<file path="src/rtl/i2c_cond_seq_pkg.sv">
package i2c_cond_seq_pkg;

   localparam int CTL_W = 4;

   typedef enum logic [3:0] {
      ST_IDLE,
      ST_HOLD,
      ST_STP_A,
      ST_STP_B,
      ST_STP_C,
      ST_REL_A,
      ST_REL_B,
      ST_SETUP,
      ST_STA_A,
      ST_STA_B
   } seq_state_e;

   typedef enum logic [1:0] {
      CMD_NONE,
      CMD_STOP,
      CMD_RELEASE,
      CMD_START
   } seq_cmd_e;

   typedef struct packed {
      logic mst;
      logic trx;
      logic bb;
      logic pin;
   } ctl_bits_t;

endpackage

</file>
<file path="src/rtl/i2c_cond_seq_sync.sv">
module i2c_cond_seq_sync #(
   parameter int STAGES    = 2,
   parameter bit RESET_VAL = 1'b1
) (
   input  logic clk,
   input  logic rst_n,
   input  logic d,
   output logic q
);

   if (STAGES < 1) begin : g_bad
      $error("i2c_cond_seq_sync: STAGES must be at least 1");
   end

   if (STAGES == 1) begin : g_one
      logic q_r;
      always_ff @(posedge clk or negedge rst_n) begin
         if (!rst_n) q_r <= RESET_VAL;
         else        q_r <= d;
      end
      assign q = q_r;
   end else begin : g_chain
      logic [STAGES-1:0] sr;
      always_ff @(posedge clk or negedge rst_n) begin
         if (!rst_n) sr <= {STAGES{RESET_VAL}};
         else        sr <= {sr[STAGES-2:0], d};
      end
      assign q = sr[STAGES-1];
   end

endmodule

</file>
<file path="src/rtl/i2c_cond_seq_decode.sv">
module i2c_cond_seq_decode
   import i2c_cond_seq_pkg::*;
(
   input  ctl_bits_t wr_bits,
   input  logic      cur_bb,
   output seq_cmd_e  cmd
);

   always_comb begin
      cmd = CMD_NONE;
      if (cur_bb && wr_bits.mst && wr_bits.trx && !wr_bits.bb && wr_bits.pin)
         cmd = CMD_STOP;
      else if (cur_bb && !wr_bits.mst && !wr_bits.trx && !wr_bits.bb && wr_bits.pin)
         cmd = CMD_RELEASE;
      else if (!cur_bb && wr_bits.mst && wr_bits.trx && wr_bits.bb && wr_bits.pin)
         cmd = CMD_START;
   end

endmodule

</file>
<file path="src/rtl/i2c_cond_seq_fsm.sv">
module i2c_cond_seq_fsm
   import i2c_cond_seq_pkg::*;
#(
   parameter int PHASE_CYC = 4,
   parameter int SETUP_W   = 10
) (
   input  logic               clk,
   input  logic               rst_n,
   input  logic               wr_en,
   input  logic               wr_mst,
   input  logic               wr_trx,
   input  logic               wr_pin,
   input  seq_cmd_e           cmd,
   input  logic [SETUP_W-1:0] setup_cycles,
   input  logic               scl_s,
   input  logic               sda_s,
   output ctl_bits_t          ctl,
   output logic               scl_oe,
   output logic               sda_oe
);

   localparam int PH_W = (PHASE_CYC < 2) ? 1 : $clog2(PHASE_CYC);
   localparam logic [PH_W-1:0] PH_LAST = PH_W'(PHASE_CYC - 1);

   seq_state_e         st;
   logic [PH_W-1:0]    ph;
   logic [SETUP_W-1:0] cnt;
   logic               accept;
   logic               ph_last;
   logic               lines_free;

   assign accept     = wr_en && ((st == ST_IDLE) || (st == ST_HOLD));
   assign ph_last    = (ph == PH_LAST);
   assign lines_free = scl_s && sda_s;

   always_ff @(posedge clk or negedge rst_n) begin
      if (!rst_n) begin
         st  <= ST_IDLE;
         ph  <= '0;
         cnt <= '0;
         ctl <= '0;
      end else begin
         case (st)
            ST_IDLE, ST_HOLD: begin
               if (accept) begin
                  case (cmd)
                     CMD_STOP: begin
                        st      <= ST_STP_A;
                        ph      <= '0;
                        ctl.mst <= 1'b1;
                        ctl.trx <= 1'b1;
                        ctl.pin <= 1'b0;
                     end
                     CMD_RELEASE: begin
                        st      <= ST_REL_A;
                        ph      <= '0;
                        ctl.mst <= 1'b0;
                        ctl.trx <= 1'b0;
                        ctl.pin <= 1'b0;
                     end
                     CMD_START: begin
                        st      <= ST_SETUP;
                        cnt     <= '0;
                        ctl.mst <= 1'b1;
                        ctl.trx <= 1'b1;
                        ctl.pin <= 1'b0;
                     end
                     default: begin
                        ctl.mst <= wr_mst;
                        ctl.trx <= wr_trx;
                        ctl.pin <= ctl.pin & wr_pin;
                     end
                  endcase
               end
            end
            ST_STP_A: begin
               if (ph_last) begin
                  st     <= ST_STP_B;
                  ph     <= '0;
                  ctl.bb <= 1'b0;
               end else begin
                  ph <= ph + 1'b1;
               end
            end
            ST_STP_B: begin
               if (!scl_s)       ph <= '0;
               else if (ph_last) begin
                  st <= ST_STP_C;
                  ph <= '0;
               end else          ph <= ph + 1'b1;
            end
            ST_STP_C: begin
               if (sda_s) begin
                  st      <= ST_IDLE;
                  ctl.pin <= 1'b1;
               end
            end
            ST_REL_A: begin
               if (ph_last) begin
                  st     <= ST_REL_B;
                  ph     <= '0;
                  ctl.bb <= 1'b0;
               end else begin
                  ph <= ph + 1'b1;
               end
            end
            ST_REL_B: begin
               if (scl_s) begin
                  st      <= ST_IDLE;
                  ctl.pin <= 1'b1;
               end
            end
            ST_SETUP: begin
               if (!lines_free)              cnt <= '0;
               else if (cnt == setup_cycles) begin
                  st     <= ST_STA_A;
                  ph     <= '0;
                  ctl.bb <= 1'b1;
               end else                      cnt <= cnt + 1'b1;
            end
            ST_STA_A: begin
               if (ph_last) begin
                  st <= ST_STA_B;
                  ph <= '0;
               end else begin
                  ph <= ph + 1'b1;
               end
            end
            ST_STA_B: begin
               if (ph_last) begin
                  st      <= ST_HOLD;
                  ctl.pin <= 1'b1;
               end else begin
                  ph <= ph + 1'b1;
               end
            end
            default: st <= ST_IDLE;
         endcase
      end
   end

   always_comb begin
      scl_oe = 1'b0;
      sda_oe = 1'b0;
      case (st)
         ST_HOLD, ST_STP_A, ST_STA_B: begin
            scl_oe = 1'b1;
            sda_oe = 1'b1;
         end
         ST_STP_B, ST_STA_A: sda_oe = 1'b1;
         ST_REL_A:           scl_oe = 1'b1;
         default: ;
      endcase
   end

endmodule

</file>
<file path="src/rtl/i2c_cond_seq.sv">
module i2c_cond_seq
   import i2c_cond_seq_pkg::*;
#(
   parameter int PHASE_CYC   = 4,
   parameter int SETUP_W     = 10,
   parameter int SYNC_STAGES = 2
) (
   input  logic               clk,
   input  logic               rst_n,
   input  logic               reg_we,
   input  logic [3:0]         reg_wdata,
   input  logic [SETUP_W-1:0] setup_cycles,
   input  logic               scl_in,
   input  logic               sda_in,
   output logic               scl_oe,
   output logic               sda_oe,
   output logic               stat_mst,
   output logic               stat_trx,
   output logic               stat_bb,
   output logic               stat_pin,
   output logic               stat_lrb,
   output logic               bus_free
);

   if (PHASE_CYC < 2) begin : g_bad_phase
      $error("i2c_cond_seq: PHASE_CYC must be at least 2");
   end
   if (SETUP_W < 1) begin : g_bad_setup
      $error("i2c_cond_seq: SETUP_W must be at least 1");
   end
   if (SYNC_STAGES < 1) begin : g_bad_sync
      $error("i2c_cond_seq: SYNC_STAGES must be at least 1");
   end

   ctl_bits_t wr_bits;
   ctl_bits_t ctl;
   seq_cmd_e  cmd;
   logic      scl_s;
   logic      sda_s;

   assign wr_bits = ctl_bits_t'(reg_wdata);

   i2c_cond_seq_sync #(.STAGES(SYNC_STAGES), .RESET_VAL(1'b1)) u_sync_scl (
      .clk(clk), .rst_n(rst_n), .d(scl_in), .q(scl_s)
   );

   i2c_cond_seq_sync #(.STAGES(SYNC_STAGES), .RESET_VAL(1'b1)) u_sync_sda (
      .clk(clk), .rst_n(rst_n), .d(sda_in), .q(sda_s)
   );

   i2c_cond_seq_decode u_decode (
      .wr_bits(wr_bits),
      .cur_bb (ctl.bb),
      .cmd    (cmd)
   );

   i2c_cond_seq_fsm #(.PHASE_CYC(PHASE_CYC), .SETUP_W(SETUP_W)) u_fsm (
      .clk         (clk),
      .rst_n       (rst_n),
      .wr_en       (reg_we),
      .wr_mst      (wr_bits.mst),
      .wr_trx      (wr_bits.trx),
      .wr_pin      (wr_bits.pin),
      .cmd         (cmd),
      .setup_cycles(setup_cycles),
      .scl_s       (scl_s),
      .sda_s       (sda_s),
      .ctl         (ctl),
      .scl_oe      (scl_oe),
      .sda_oe      (sda_oe)
   );

   assign stat_mst = ctl.mst;
   assign stat_trx = ctl.trx;
   assign stat_bb  = ctl.bb;
   assign stat_pin = ctl.pin;
   assign stat_lrb = scl_s;
   assign bus_free = scl_s & sda_s;

endmodule

</file>
<file path="config.mk">
export PLATFORM = sky130hd
export DESIGN_NAME = i2c_cond_seq
export DESIGN_NICKNAME = d
export VERILOG_FILES = /design/src/rtl/i2c_cond_seq_pkg.sv /design/src/rtl/i2c_cond_seq_sync.sv /design/src/rtl/i2c_cond_seq_decode.sv /design/src/rtl/i2c_cond_seq_fsm.sv /design/src/rtl/i2c_cond_seq.sv
export SDC_FILE = /design/constraint.sdc
export NUM_CORES = 1
export LEC_CHECK = 0
export CORE_MARGIN = 10
export CORE_UTILIZATION = 34
export CTS_BUF_LIST = sky130_fd_sc_hd__clkbuf_4 sky130_fd_sc_hd__clkbuf_8
export CTS_CLUSTER_DIAMETER = 120
export DETAILED_ROUTE_END_ITERATION = 10
export HOLD_SLACK_MARGIN = 0.02
export PLACE_DENSITY_LB_ADDON = 0.05
export SYNTH_ARGS = -nofsm -noshare
export SYNTH_HDL_FRONTEND = slang
export SYNTH_SLANG_ARGS = --single-unit
</file>
<file path="constraint.sdc">
create_clock -name clk -period 1.86 [get_ports clk]
set_input_delay 0.465 -clock clk [delete_from_list [all_inputs] [get_ports clk]]
set_output_delay 0.465 -clock clk [all_outputs]
set_load 0.03 [all_outputs]
</file>
==> run metrics <==
Core Area 5107 um2; Worst Slack Setup Final -130.9 ps; gpl congestion 0.9015; H-tree depth 1; final number of setup-violating endpoints 12; Mapped Cells 202; CTS sink cnt 24; xor-xnor portion of the synthesized cell area 8.228%; CP peak stage delay 310 ps; final hold slack 360.3 ps; reg-to-reg endpoint u_fsm.ph[0]; drt pass-1 iters 4; CP max stage cell ha_1; Reg clk slew, reported paths 90 ps; #FFs+latches synth 24; Routed wire per std cell 16.14 um; Antenna Nets Post-Route 0; met3 track demand over resource 2.179%; sequential area share after synthesis 34.04%; status finished, violations left; Via Count 1927; critical path startpoint category input pin; Hold Vio Cnt, Final 0; Avg Synthesized Cell Area 8.808 um2; WHS Endpoint u_sync_scl.g_chain.sr[1]; R2R depth 7; Layout Utilization 56.17%; initial antenna violation count 0; Crit. End Element flip-flop; CP top delay family compound AO/OA/AOI/OAI gates; first-pass GRT wire length 10.05 mm; M2 GR Usage 24.76%; Vias/cell 5.265; clock buffer count from CTS 3; synth warn 0; RR Startpoint u_fsm.ctl[1]; DP HPWL 4.379 mm; Synth Area in Simple Gates 24.89%; GRT Overall Usage 14.17%; Remaining DRCs 0; Power Dens Cells 1025 nW/um2; Die Ht 92.34 um; post-synthesis mux area share 2.321%; maximum fanout along the worst path 4; setup slack, reg-to-reg -130 ps; hold path startpoint u_sync_scl.g_chain.sr[0]; asr flop ratio synth 100.0%; wirelength, routed 5.907 mm; CTS Buffer Depth 2; Least-Margin Pin Slew 412.8 ps; Peak Freq 502.3 MHz; Post-synth EDFFs 0; Rows 26; fin crit period 1991 ps; global routing's busiest layer met2; CP arrival 2150 ps; full die area 8527 um2; Peak VDD IR 0.0006509 V; Final Max Slew Viols 0; Buffers & Inverters on Critical Path 1; nets 320; failing checks setup timing; largest net degree at the start of global routing 25; main combinational cell family by area after synthesis simple AND/OR/NAND/NOR gates; DR iter-0 viols 124; CTS Root Buffer Type clkbuf_8; leakage power 1.277 nW; synth cell count leaders 25 x nand2_1, 20 x dfrtp_1, 16 x o21ai_0; total overflow reported by the global router 0; placed cells 344; CTS tree done; area grow syn2layout 61.25%; relative slew slack 72.27%; Starting Density 34.84%; area leader, netlist dfrtp_1; Tcrit/Tclk final 107.0%; Syn Nets 225; RSZ-0062 raised after global routing yes; CP most frequent cell o21ai_2; hold path cells 0; Netlist cell types 53; Synth area leaders dfrtp_1 28%, dfstp_2 5.9%, nand2_1 5.3%, o21ai_0 4.5%, xnor2_1 3.4%; most frequent cell after synthesis nand2_1; Req. time, crit path 2020 ps; antenna fix cells 0; Hold Crit Class reg2reg; adder-cell share of the synthesized area 2.813%; fin cells 366; critical path, cell by cell clkdlybuf4s15_2 -> nor4b_4 -> o21ai_2 -> ha_1 -> nand2_2 -> a221oi_2 -> o21ai_2 -> mux2_2; worst clock skew 2.653 ps; Synth top area share 28.13%; critical path class in2reg; Skew-Pair Late Insertion Delay 260 ps; share of layout cells above drive strength 1 44.59%; Fillers 469; Max-Cap Viols 0; Compound-Gate Fraction of Synth Area 22.86%; main flop type after synthesis dfrtp_1; post-synthesis cell area 1779 um2; Die X 92.34 um; io pins 27; cts hold-fix bufs 0; PortBufs 26; routing usage on met1 17.67%; number of global-route vias before repair 2059
-- logic make-up after synthesis --
logic type                 after synthesis
AOI/OAI and AO/OA                       60
xor gates and xnor gates                12
adders and majority gates                4
buffers and inverters                   18
DFF                                     24
muxes                                    4
and+or+nand+nor                         80
-- metrics by stage --
stage                     power (mW)  setup TNS, ps  cell area [um2]  setup slack [ps]
after global routing           3.154          -2512             2869            -257.8
after detailed placement       2.301         -10530             2512            -711.5
after CTS                      2.828         -178.1             2759            -92.88
after floorplan                1.619         -126.4             1813            -68.40
after global placement         2.277          -9423             2512            -641.9
final                          2.939         -663.5             2869            -130.9
-- metal layers --
layer	up-vias	wire [um]
li1	954	-
met1	938	2673
met2	31	2978
met3	4	211
met4	0	44
met5	-	0
-- worst register-to-register path, cell delays in order, from the launching register on --
cell and delay [ps]:
dfrtp_2 450, and4b_1 300, o21ai_2 80, ha_1 310, nand2_2 60, a221oi_2 280
o21ai_2 120, mux2_2 280
-- layout by cell type, fill, tap and decap left out, types with 6 or more instances in the layout --
master and instances:
buf_4 69, nand2_1 21, dfrtp_1 16, nor2_1 13, dlygate4sd2_1 11, o21ai_0 10, a21oi_1 10, xnor2_2 9
nand3_1 9, inv_1 8, clkdlybuf4s50_1 7, a31oi_1 6
-- sequential cells by signal (all words and copies together), names as in the netlist --
name,flops
u_fsm.cnt,10
u_fsm.ctl,4
u_fsm.st,4
u_fsm.ph,2
u_sync_scl.g_chain.sr,2
u_sync_sda.g_chain.sr,2
-- what timing repair did --
| action | 4_1_cts | 5_1_grt |
|---|---|---|
| setup buffers | 12 | 6 |
| resized for setup | 52 | 16 |
| endpoints found under the setup margin | 21 | 19 |
| pin swaps | 21 | 2 |
-- power by group --
| group | internal, mW | switching (mW) | leakage (nW) |
|---|---|---|---|
| clock network | 0.189 | 0.173 | 0.0288 |
| logic | 0.900 | 0.865 | 0.958 |
| registers | 0.666 | 0.146 | 0.290 |
-- worst max-delay path by stage --
| stage | start | to | cells after the start |
|---|---|---|---|
| final | reg_wdata[1] | u_fsm.ph[0] | 8 |
| after CTS | u_fsm.ctl[1] | u_fsm.ph[0] | 7 |
| after floorplan | reg_wdata[1] | u_fsm.cnt[5] | 9 |
| after global routing | u_fsm.ctl[1] | u_fsm.cnt[0] | 9 |
| after global placement | reg_wdata[2] | u_fsm.ph[0] | 8 |
| after detailed placement | reg_wdata[1] | u_fsm.ph[0] | 8 |
-- cell type report --
cell class	instances	area (um2)	area share [%]
Inverter	10	37.54	1.308
Multi-Input combinational cell	160	1271	44.31
Sequential cell	24	610.6	21.28
Tap cell	70	87.58	3.053
Timing Repair Buffer	98	807.0	28.13
Clock buffer	4	55.05	1.919
Power figures use the tool's default switching activity.
